--- config.mk ---
export PLATFORM = sky130hd
export DESIGN_NAME = disp_ram_writer
export DESIGN_NICKNAME = d
export VERILOG_FILES = /design/src/rtl/dwr_pkg.sv /design/src/rtl/dwr_ctrl.sv /design/src/rtl/dwr_ptr.sv /design/src/rtl/dwr_store.sv /design/src/rtl/disp_ram_writer.sv
export SDC_FILE = /design/constraint.sdc
export NUM_CORES = 1
export LEC_CHECK = 0
export ABC_AREA = 1
export BUFFER_PORTS_ARGS = -buffer_cell sky130_fd_sc_hd__buf_4
export CORE_ASPECT_RATIO = 0.5
export CORE_MARGIN = 2
export CORE_UTILIZATION = 50
export DETAILED_ROUTE_END_ITERATION = 16
export PLACE_DENSITY = 0.78
export SYNTH_ARGS = -nofsm -noshare
export SYNTH_HDL_FRONTEND = slang
export SYNTH_HIERARCHICAL = 1
export SYNTH_SLANG_ARGS = --single-unit
--- constraint.sdc ---
create_clock -name clk -period 1.6 [get_ports clk]
set_clock_uncertainty 0.05 [all_clocks]
set_input_delay 0.08 -clock clk [delete_from_list [all_inputs] [get_ports clk]]
set_output_delay 0.08 -clock clk [all_outputs]
set_load 0.01 [all_outputs]
--- src/rtl/dwr_pkg.sv ---
package dwr_pkg;

    // Unpacker states
    typedef enum logic {
        ST_IDLE = 1'b0,
        ST_PACK = 1'b1
    } wr_state_e;

    // Mode code for static drive: a single row per address
    localparam logic [1:0] MODE_STATIC = 2'd0;

endpackage

--- src/rtl/dwr_ctrl.sv ---
module dwr_ctrl #(
    parameter int ROWS  = 4,
    parameter int SUB_W = 3
) (
    input  logic                     clk,
    input  logic                     rst_n,
    input  logic [SUB_W-1:0]         hw_subaddr,
    input  logic                     sel_valid,
    input  logic [SUB_W-1:0]         sel_addr,
    input  logic                     mode_valid,
    input  logic [$clog2(ROWS)-1:0]  mode_value,
    input  logic [$clog2(ROWS)-1:0]  bank_value,
    output logic [$clog2(ROWS)-1:0]  mode_q,
    output logic [$clog2(ROWS)-1:0]  bank_q,
    output logic                     sel_q
);
    localparam int ROW_W = $clog2(ROWS);

    // Configuration registers written by a mode update
    always_ff @(posedge clk) begin
        if (!rst_n) begin
            mode_q <= '0;
            bank_q <= '0;
        end else if (mode_valid) begin
            mode_q <= mode_value;
            bank_q <= bank_value;
        end
    end

    // Subaddress gate: every select event either matches or clears
    always_ff @(posedge clk) begin
        if (!rst_n) begin
            sel_q <= 1'b0;
        end else if (sel_valid) begin
            sel_q <= (sel_addr == hw_subaddr);
        end
    end

    logic [ROW_W-1:0] unused_w;
    assign unused_w = '0;

endmodule

--- src/rtl/dwr_ptr.sv ---
module dwr_ptr #(
    parameter int ADDRS = 60,
    parameter int ROWS  = 4
) (
    input  logic                      clk,
    input  logic                      rst_n,
    input  logic                      load,
    input  logic [$clog2(ADDRS)-1:0]  load_val,
    input  logic                      rephase,
    input  logic                      step,
    input  logic [$clog2(ROWS)-1:0]   rows_m1,
    output logic [$clog2(ADDRS)-1:0]  ptr_q,
    output logic [$clog2(ROWS)-1:0]   row_q
);
    localparam int ADDR_W = $clog2(ADDRS);
    localparam logic [ADDR_W-1:0] LAST_ADDR = ADDR_W'(ADDRS - 1);

    logic group_done;
    logic at_last;
    logic load_ok;

    assign group_done = (row_q == rows_m1);
    assign at_last    = (ptr_q == LAST_ADDR);
    assign load_ok    = (load_val <= LAST_ADDR);

    // Pointer load beats a mode-driven rephase, which beats a bit step
    always_ff @(posedge clk) begin
        if (!rst_n) begin
            ptr_q <= '0;
            row_q <= '0;
        end else if (load) begin
            ptr_q <= load_ok ? load_val : '0;
            row_q <= '0;
        end else if (rephase) begin
            row_q <= '0;
        end else if (step) begin
            if (group_done) begin
                row_q <= '0;
                ptr_q <= at_last ? '0 : ptr_q + 1'b1;
            end else begin
                row_q <= row_q + 1'b1;
            end
        end
    end

endmodule

--- src/rtl/dwr_store.sv ---
module dwr_store #(
    parameter int ADDRS = 60,
    parameter int ROWS  = 4
) (
    input  logic                      clk,
    input  logic                      rst_n,
    input  logic                      we,
    input  logic [$clog2(ADDRS)-1:0]  waddr,
    input  logic [$clog2(ROWS)-1:0]   wrow,
    input  logic                      wbit,
    input  logic                      static_mode,
    input  logic [$clog2(ROWS)-1:0]   bank,
    output logic [ADDRS*ROWS-1:0]     ram_q,
    output logic [ADDRS-1:0]          bank_bits
);
    logic [ROWS-1:0] mem [ADDRS];

    // Single-bit write port; all other cells hold their value
    always_ff @(posedge clk) begin
        if (!rst_n) begin
            for (int a = 0; a < ADDRS; a++) begin
                mem[a] <= '0;
            end
        end else if (we) begin
            mem[waddr][wrow] <= wbit;
        end
    end

    // Flatten the array and apply the static-drive bank selector per address
    for (genvar a = 0; a < ADDRS; a++) begin : g_addr
        assign ram_q[a*ROWS +: ROWS] = mem[a];
        assign bank_bits[a] = static_mode ? mem[a][bank] : mem[a][0];
    end

endmodule

--- src/rtl/disp_ram_writer.sv ---
module disp_ram_writer #(
    parameter int ADDRS  = 60,
    parameter int ROWS   = 4,
    parameter int BYTE_W = 8,
    parameter int SUB_W  = 3
) (
    input  logic                        clk,
    input  logic                        rst_n,
    input  logic [SUB_W-1:0]            hw_subaddr,
    input  logic                        sel_valid,
    input  logic [SUB_W-1:0]            sel_addr,
    input  logic                        ptr_valid,
    input  logic [$clog2(ADDRS)-1:0]    ptr_value,
    input  logic                        mode_valid,
    input  logic [$clog2(ROWS)-1:0]     mode_value,
    input  logic [$clog2(ROWS)-1:0]     bank_value,
    input  logic                        data_valid,
    input  logic [BYTE_W-1:0]           data_byte,
    output logic [ADDRS*ROWS-1:0]       ram_q,
    output logic [ADDRS-1:0]            bank_bits
);
    import dwr_pkg::*;

    localparam int ADDR_W = $clog2(ADDRS);
    localparam int ROW_W  = $clog2(ROWS);
    localparam int CNT_W  = $clog2(BYTE_W);

    wr_state_e          state_q, state_d;
    logic [BYTE_W-1:0]  shreg_q;
    logic [CNT_W-1:0]   cnt_q;
    logic               accept;
    logic               step;
    logic               packing;

    logic [ROW_W-1:0]   mode_q;
    logic [ROW_W-1:0]   bank_q;
    logic               sel_q;
    logic [ADDR_W-1:0]  ptr_q;
    logic [ROW_W-1:0]   row_q;

    // State register
    always_ff @(posedge clk) begin
        if (!rst_n) begin
            state_q <= ST_IDLE;
        end else begin
            state_q <= state_d;
        end
    end

    // Next state
    always_comb begin
        state_d = state_q;
        unique case (state_q)
            ST_IDLE: if (data_valid && sel_q) state_d = ST_PACK;
            ST_PACK: if (cnt_q == '0)         state_d = ST_IDLE;
        endcase
    end

    // State outputs
    always_comb begin
        accept = 1'b0;
        step   = 1'b0;
        unique case (state_q)
            ST_IDLE: accept = data_valid && sel_q;
            ST_PACK: step   = 1'b1;
        endcase
    end

    assign packing = (state_q == ST_PACK);

    // Byte shifter and bit counter
    always_ff @(posedge clk) begin
        if (!rst_n) begin
            shreg_q <= '0;
            cnt_q   <= '0;
        end else if (accept) begin
            shreg_q <= data_byte;
            cnt_q   <= CNT_W'(BYTE_W - 1);
        end else if (step) begin
            shreg_q <= {shreg_q[BYTE_W-2:0], 1'b0};
            cnt_q   <= cnt_q - 1'b1;
        end
    end

    dwr_ctrl #(
        .ROWS  (ROWS),
        .SUB_W (SUB_W)
    ) i_ctrl (
        .clk        (clk),
        .rst_n      (rst_n),
        .hw_subaddr (hw_subaddr),
        .sel_valid  (sel_valid),
        .sel_addr   (sel_addr),
        .mode_valid (mode_valid),
        .mode_value (mode_value),
        .bank_value (bank_value),
        .mode_q     (mode_q),
        .bank_q     (bank_q),
        .sel_q      (sel_q)
    );

    dwr_ptr #(
        .ADDRS (ADDRS),
        .ROWS  (ROWS)
    ) i_ptr (
        .clk      (clk),
        .rst_n    (rst_n),
        .load     (ptr_valid),
        .load_val (ptr_value),
        .rephase  (mode_valid),
        .step     (step),
        .rows_m1  (mode_q),
        .ptr_q    (ptr_q),
        .row_q    (row_q)
    );

    dwr_store #(
        .ADDRS (ADDRS),
        .ROWS  (ROWS)
    ) i_store (
        .clk         (clk),
        .rst_n       (rst_n),
        .we          (step),
        .waddr       (ptr_q),
        .wrow        (row_q),
        .wbit        (shreg_q[BYTE_W-1]),
        .static_mode (mode_q == ROW_W'(MODE_STATIC)),
        .bank        (bank_q),
        .ram_q       (ram_q),
        .bank_bits   (bank_bits)
    );

endmodule

==> results of run 1 <==
[cell usage after synthesis (2+ instances only)]
master	count	area (um^2)
nand2_1	929	3490
clkbuf_1	70	263
nand2_4	3	33.8
o21ai_1	2	10.0
buf_6	19	214
nor2_2	41	257
inv_1	161	604
buf_4	5	37.5
nor3_4	4	65.1
buf_2	8	40.0
a21oi_1	7	35.0
nor2_1	303	1140
xor2_1	2	17.5
inv_2	6	22.5
nand2_2	40	250
nand4_1	11	68.8
dfxtp_1	25	500
o21ai_0	6	30.0
buf_1	18	67.6
ha_1	3	37.5
edfxtp_1	240	7210
nand3_1	103	515
[cell type report]
type                       instances  area, um^2  share of cell area, %
tap                              391         489                   2.37
clock inverter                     5        25.0                  0.121
multi-input combinational       1458        6480                   31.4
timing repair buffer             488        4570                   22.1
clock buffer                      37         708                   3.43
sequential                       265        7730                   37.5
inverter                         168         643                   3.12
[worst max-delay path: stages, from the launching register on]
cell       delay [ns]
dfxtp_4          0.40
buf_8            0.16
o21ai_4          0.20
buf_12           0.20
clkbuf_16        0.18
nand2_1          0.05
nand2_1          0.07
buf_4            0.12
[cells in the final DEF, fill, tap and decap left out, types with 2 or more instances in the layout]
cell type	instances
buf_12	24
clkbuf_1	7
nand2_1	859
edfxtp_1	240
nand4_1	11
dfxtp_4	4
buf_16	7
nand3_2	5
a21oi_1	7
clkbuf_8	4
clkbuf_4	2
clkinv_1	3
nor3_4	4
inv_6	2
xor2_1	2
dlygate4sd3_1	27
nor2_4	15
buf_4	370
nand2_4	23
dfxtp_1	14
nand3_4	2
inv_2	11
ha_1	3
clkbuf_16	36
buf_8	5
dfxtp_2	7
nand3_1	97
inv_1	155
o21ai_0	6
nor2_1	265
buf_6	43
nand2_2	90
nor2_2	64
[power groups by stage]
stage	registers, mW	logic [mW]	clock network, mW
3_5_place_dp	8.12	2.31	0
3_3_place_gp	8.11	2.28	0
6_report	8.00	2.91	5.58
2_1_floorplan	8.15	1.09	0
4_1_cts	7.96	2.45	5.60
5_1_grt	8.01	3.09	5.91
[registers in the layout (all words and copies together), names as in the netlist, 2 cells and up]
| signal | flops |
|---|---|
| i_ptr/row_q | 2 |
| shreg_q | 8 |
| i_ctrl/bank_q | 2 |
| i_ptr/ptr_q | 6 |
| i_ctrl/mode_q | 2 |
| cnt_q | 3 |
| i_store/mem | 240 |
[timing repair]
action,in CTS,in global routing
gates cloned,5,15
buffers inserted,7,9
endpoints found under the setup margin,203,323
hold buffers,28,1
endpoints found under the hold margin,24,1
pin swaps,3,61
resized for setup,40,205
[logic make-up after synthesis]
| logic type | Yosys count | synth area share [%] |
|---|---|---|
| and+or+nand+nor | 1437 | 39.1 |
| buffers and inverters | 288 | 8.38 |
| DFF | 265 | 51.6 |
| AOI/OAI and AO/OA | 16 | 0.561 |
| adders and majority gates | 3 | 0.251 |
| xor gates and xnor gates | 2 | 0.117 |
[per-layer routing]
| metal | vias up | routed length [um] | global-route usage, % |
|---|---|---|---|
| met2 | 850 | 24900 | 48.7 |
| li1 | 7000 | - | - |
| met1 | 6986 | 19700 | 37.6 |
| met5 | - | 0 | 0 |
| met3 | 159 | 5000 | 4.98 |
| met4 | 0 | 2020 | 9.44 |
[worst paths after layout]
kind / from / end / slack, ns / depth (start not counted)
setup / recovery: i_ctrl/bank_q[0]$_SDFFE_PN0P_ / bank_bits[29] / -0.44 / 7
hold / removal: rst_n / shreg_q[6]$_SDFFE_PN0P_ / 0.03 / 4
setup reg to reg: i_ptr/ptr_q[5]$_SDFFE_PN0P_ / i_store/mem[31][1]$_SDFFCE_PN0P_ / 0 / 6
hold reg to reg: shreg_q[0]$_SDFFE_PN0P_ / shreg_q[0]$_SDFFE_PN0P_ / 0.44 / 2
==> out/qor.yml, run 1 <==
global_route:
  grt_usage_pct: 28.7
  grt_pass1_vias: 13100
  antenna_found_initial: 0
  grt_pass1_wl_um: 70800
  grt_max_degree: 134
  overflow: 0
power_and_ir_drop:
  peakVddDrop_uv: 674
  power.switching_mw: 4.43
  p_seq_share_pct: 48.5
  leakage_nw: 9.48
  total_power_mw: 16.5
  power.share.clock_pct: 33.9
  powerDensity_nw_per_um2: 799
  swShare_pct: 26.8
  p_comb_share_pct: 17.6
  p_int_mw: 12.1
clock_network:
  h-tree-depth: 1
  clock_path_buffers: 3
  cts_made_buffers: 24
  clock-root-buffer: "clkbuf_16"
  clk_pin_slew_ns: 0.07
  clock_latency_ns: 0.52
  cts_tree: "built"
  clkSinkCount: 265
synth:
  synthesis.nets: 2044
  netlist_instances: 2011
  yosysUniqueCellTypes: 27
  synthArstFlopShare_pct: 0
  synth_seq_cells: 265
  ys_seq_area_share_pct: 51.6
  yosys_warnings: 6
  postSynthAreaPerCell_um2: 7.43
  synth-edff-count: 240
  syn_area_um2: 14900
  synthFlopType: "edfxtp_1"
critical_path:
  cp-start-kind: "register"
  path_class: "register to primary output"
  arrival_ns: 1.91
  endpoint_kind: "primary output"
  cp_max_fo: 7
  cp.required_ns: 1.47
routing:
  wl_per_cell_um: 18.3
  wl_um: 51600
  vias_per_cell: 5.33
  drt_pass1_iterations: 8
  dr_total_vias: 15000
  drt-initial-drc-count: 1948
  drc: 0
  antenna_left: 0
die:
  initial_core_util_pct: 51.2
  die-area_um2: 31400
  dieHeight_um: 126
  num_rows: 44
  core_area_um2: 29200
  io-pin-count: 330
  die_x_um: 248
placed_design:
  finalWeightedCongestion: 0.854
  port-buffer-count: 329
  pre_cts_slack_ns: -0.0857
  dpl_cell_area_um2: 18300
  dp.cells: 2708
  dp_hpwl_um: 32000
layout:
  area_growth_pct: 38.1
  diodes: 0
  fin_util_pct: 70.8
  fillers: 2114
  drive_gt1_share_pct: 29.8
  final_nets: 2438
  fin_area_um2: 20600
  post_layout_nonfiller_instances: 2812
sta:
  rsz0062_at_grt: "true"
  setup_violations: 60
  max_freq_mhz: 490
  slew_headroom_pct: 57.3
  slew_viol_final: 0
  worst_pin_slew_ns: 0.641
  setup_ws_ns: -0.440
  tns_ns: -22.96
  hold_viol: 0
  hold_slack_ns: 0.0291
  fin_crit_sh_pct: 128
  min_period_ns: 2.04
outcome:
  status: "complete, but fails checks"
  failed_checks: "negative setup slack"
min_path:
  hold_path_class: "input pin to register"
job:
  maxCapViolCount: 0
(Power assumes the default switching activity.)
==> inputs of run 2 (changes only) <==
--- a/config.mk
+++ b/config.mk
@@ -10,6 +10,7 @@
 export CORE_ASPECT_RATIO = 0.5
 export CORE_MARGIN = 2
 export CORE_UTILIZATION = 50
+export CTS_BUF_LIST = sky130_fd_sc_hd__clkbuf_16
 export DETAILED_ROUTE_END_ITERATION = 16
 export PLACE_DENSITY = 0.78
 export SYNTH_ARGS = -nofsm -noshare
==> run 2 against run 1 <==
The flow still finishes with violations (negative setup slack); total power is 2.6% lower; register-to-register slack hardly changed; wire length is 3.0% lower; die area unchanged; critical path depth unchanged; cell area is 2.7% lower; sequential power about the same; flip-flop and latch count unchanged; setup slack better by 0.016 ns; highest routed layer unchanged.
==> out/qor.yml, run 2 (synthesis results as in run 1) <==
power_and_ir_drop:
  p_comb_share_pct: 16.9
  swShare_pct: 27.0
  p_seq_share_pct: 49.7
  powerDensity_nw_per_um2: 799
  p_int_mw: 11.7
  power.share.clock_pct: 33.4
  peakVddDrop_uv: 646
  total_power_mw: 16.1
  power.switching_mw: 4.33
  leakage_nw: 9.31
die:
  dieHeight_um: 126
  io-pin-count: 330
  core_area_um2: 29200
  num_rows: 44
  die-area_um2: 31400
  die_x_um: 248
  initial_core_util_pct: 51.2
critical_path:
  path_class: "register to primary output"
  endpoint_kind: "primary output"
  crit_chain: "buf_6 -> o21ai_4 -> buf_12 -> clkbuf_16 -> nand2_1 -> nand2_1 -> buf_4"
  r2r_start: "i_ptr/row_q[0]$_SDFFE_PP0P_"
  cp-start-kind: "register"
  cp.required_ns: 1.47
  worst-path-buf-inv: 4
  ff2ff_setup_slack_ns: 0.01
  rr_worst_depth: 6
  path_common_cell: "nand2_1"
  crit_family: "buffers and inverters"
  arrival_ns: 1.89
  cp_max_fo: 9
  rr_endpoint: "i_store/mem[57][3]$_SDFFCE_PN0P_"
  slowest_stage: "dfxtp_4"
  cp_slowest_stage_delay_ns: 0.40
min_path:
  hold_path_class: "input pin to register"
  hold_path_depth: 4
  worstHoldEndpoint: "shreg_q[6]$_SDFFE_PN0P_"
  hp-start: "rst_n"
routing:
  dr_total_vias: 14900
  drt-initial-drc-count: 1910
  vias_per_cell: 5.30
  drt_pass1_iterations: 6
  wirelength_met1_um: 19500
  wl_met2_um: 23900
  drc: 0
  wl_per_cell_um: 17.8
  wl_met3_um: 4760
  top_layer: "met4"
  wl_um: 50000
  antenna_left: 0
global_route:
  overflow: 0
  antenna_found_initial: 0
  grt_pass1_wl_um: 70200
  grt_max_degree: 134
  grt_usage_pct: 28.4
  grt_pass1_vias: 13100
placed_design:
  pre_cts_slack_ns: -0.0857
  port-buffer-count: 329
  dp_hpwl_um: 32000
  finalWeightedCongestion: 0.854
  dpl_cell_area_um2: 18300
sta:
  max_freq_mhz: 494
  setup_violations: 60
  hold_slack_ns: 0.0166
  worst_pin_slew_ns: 0.657
  hold_viol: 0
  min_period_ns: 2.02
  rsz0062_at_grt: "true"
  tns_ns: -21.86
  setup_ws_ns: -0.424
  fin_crit_sh_pct: 127
  slew_headroom_pct: 56.2
  slew_viol_final: 0
clock_network:
  clk_pin_slew_ns: 0.07
  clkSinkCount: 265
  clock_latency_ns: 0.53
  cts_made_buffers: 24
  clock_path_buffers: 3
  cts_tree: "built"
  h-tree-depth: 1
  clock-root-buffer: "clkbuf_16"
layout:
  area_growth_pct: 34.4
  final_cell_mix: "nand2_1 (914), buf_4 (404), nor2_1 (265)"
  largest_reg_flops: 240
  final_nets: 2434
  drive_gt1_share_pct: 27.3
  largest_register: "i_store/mem"
  top_regs: "i_store/mem (240), shreg_q (8), i_ptr/ptr_q (6)"
  final_common_cell: "nand2_1"
  diodes: 0
  fin_area_um2: 20100
outcome:
  status: "complete, but fails checks"
  failed_checks: "negative setup slack"
job:
  maxCapViolCount: 0
==> run 2: worst reg2reg max path, stage by stage (launching register included) <==
cell and delay [ns]:
dfxtp_4 0.40, inv_4 0.06, nor3_4 0.24, buf_8 0.21, clkbuf_16 0.19, nand2_1 0.08, nand2_1 0.09
==> run 2: timing repair <==
item	4_1_cts	5_1_grt
buffers inserted	5	10
endpoints found under the hold margin	25	1
endpoints found under the setup margin	205	319
cloned	4	13
hold buffers	28	1
pin swaps	2	11
gates resized for setup	43	77
==> run 2: per-stage QoR <==
stage	utilization, %	std cells
after floorplan	-	2011
after global placement	62.6	2708
after detailed placement	62.6	2708
after CTS	66.9	2787
after global routing	68.8	2808
final	68.8	2808
==> run 2: how the worst max path moves through the flow <==
stage	from	end	depth (start not counted)
after global routing	i_ctrl/mode_q[1]$_SDFFE_PN0P_	bank_bits[31]	7
after detailed placement	i_ptr/row_q[1]$_SDFFE_PP0P_	i_store/mem[15][2]$_SDFFCE_PN0P_	5
after floorplan	i_ptr/row_q[1]$_SDFFE_PP0P_	i_store/mem[43][2]$_SDFFCE_PN0P_	5
final	i_ctrl/bank_q[0]$_SDFFE_PN0P_	bank_bits[31]	7
after global placement	i_ptr/row_q[1]$_SDFFE_PP0P_	i_store/mem[48][2]$_SDFFCE_PN0P_	5
after CTS	i_ctrl/bank_q[0]$_SDFFE_PN0P_	bank_bits[5]	9
==> run 2: layout make-up <==
type                       count  area (um^2)
multi-input combinational   1458         6220
tap                          391          489
sequential                   265         7730
clock inverter                17         70.1
fill                        2224         9100
clock buffer                  25          626
inverter                     168          646
timing repair buffer         484         4300
==> run 2: layer usage <==
layer	global-route usage (%)	vias up
met4	9.83	0
li1	-	6988
met2	47.7	790
met5	0	-
met3	5.00	133
met1	37.2	6975
==> run 2: power by group through the flow <==
stage / Sequential, mW / Combinational, mW / Clock [mW]
after floorplan: 8.15 / 1.09 / 0
after global placement: 8.11 / 2.28 / 0
after detailed placement: 8.12 / 2.31 / 0
after CTS: 7.96 / 2.46 / 5.37
after global routing: 8.00 / 2.89 / 5.67
final: 7.98 / 2.71 / 5.35
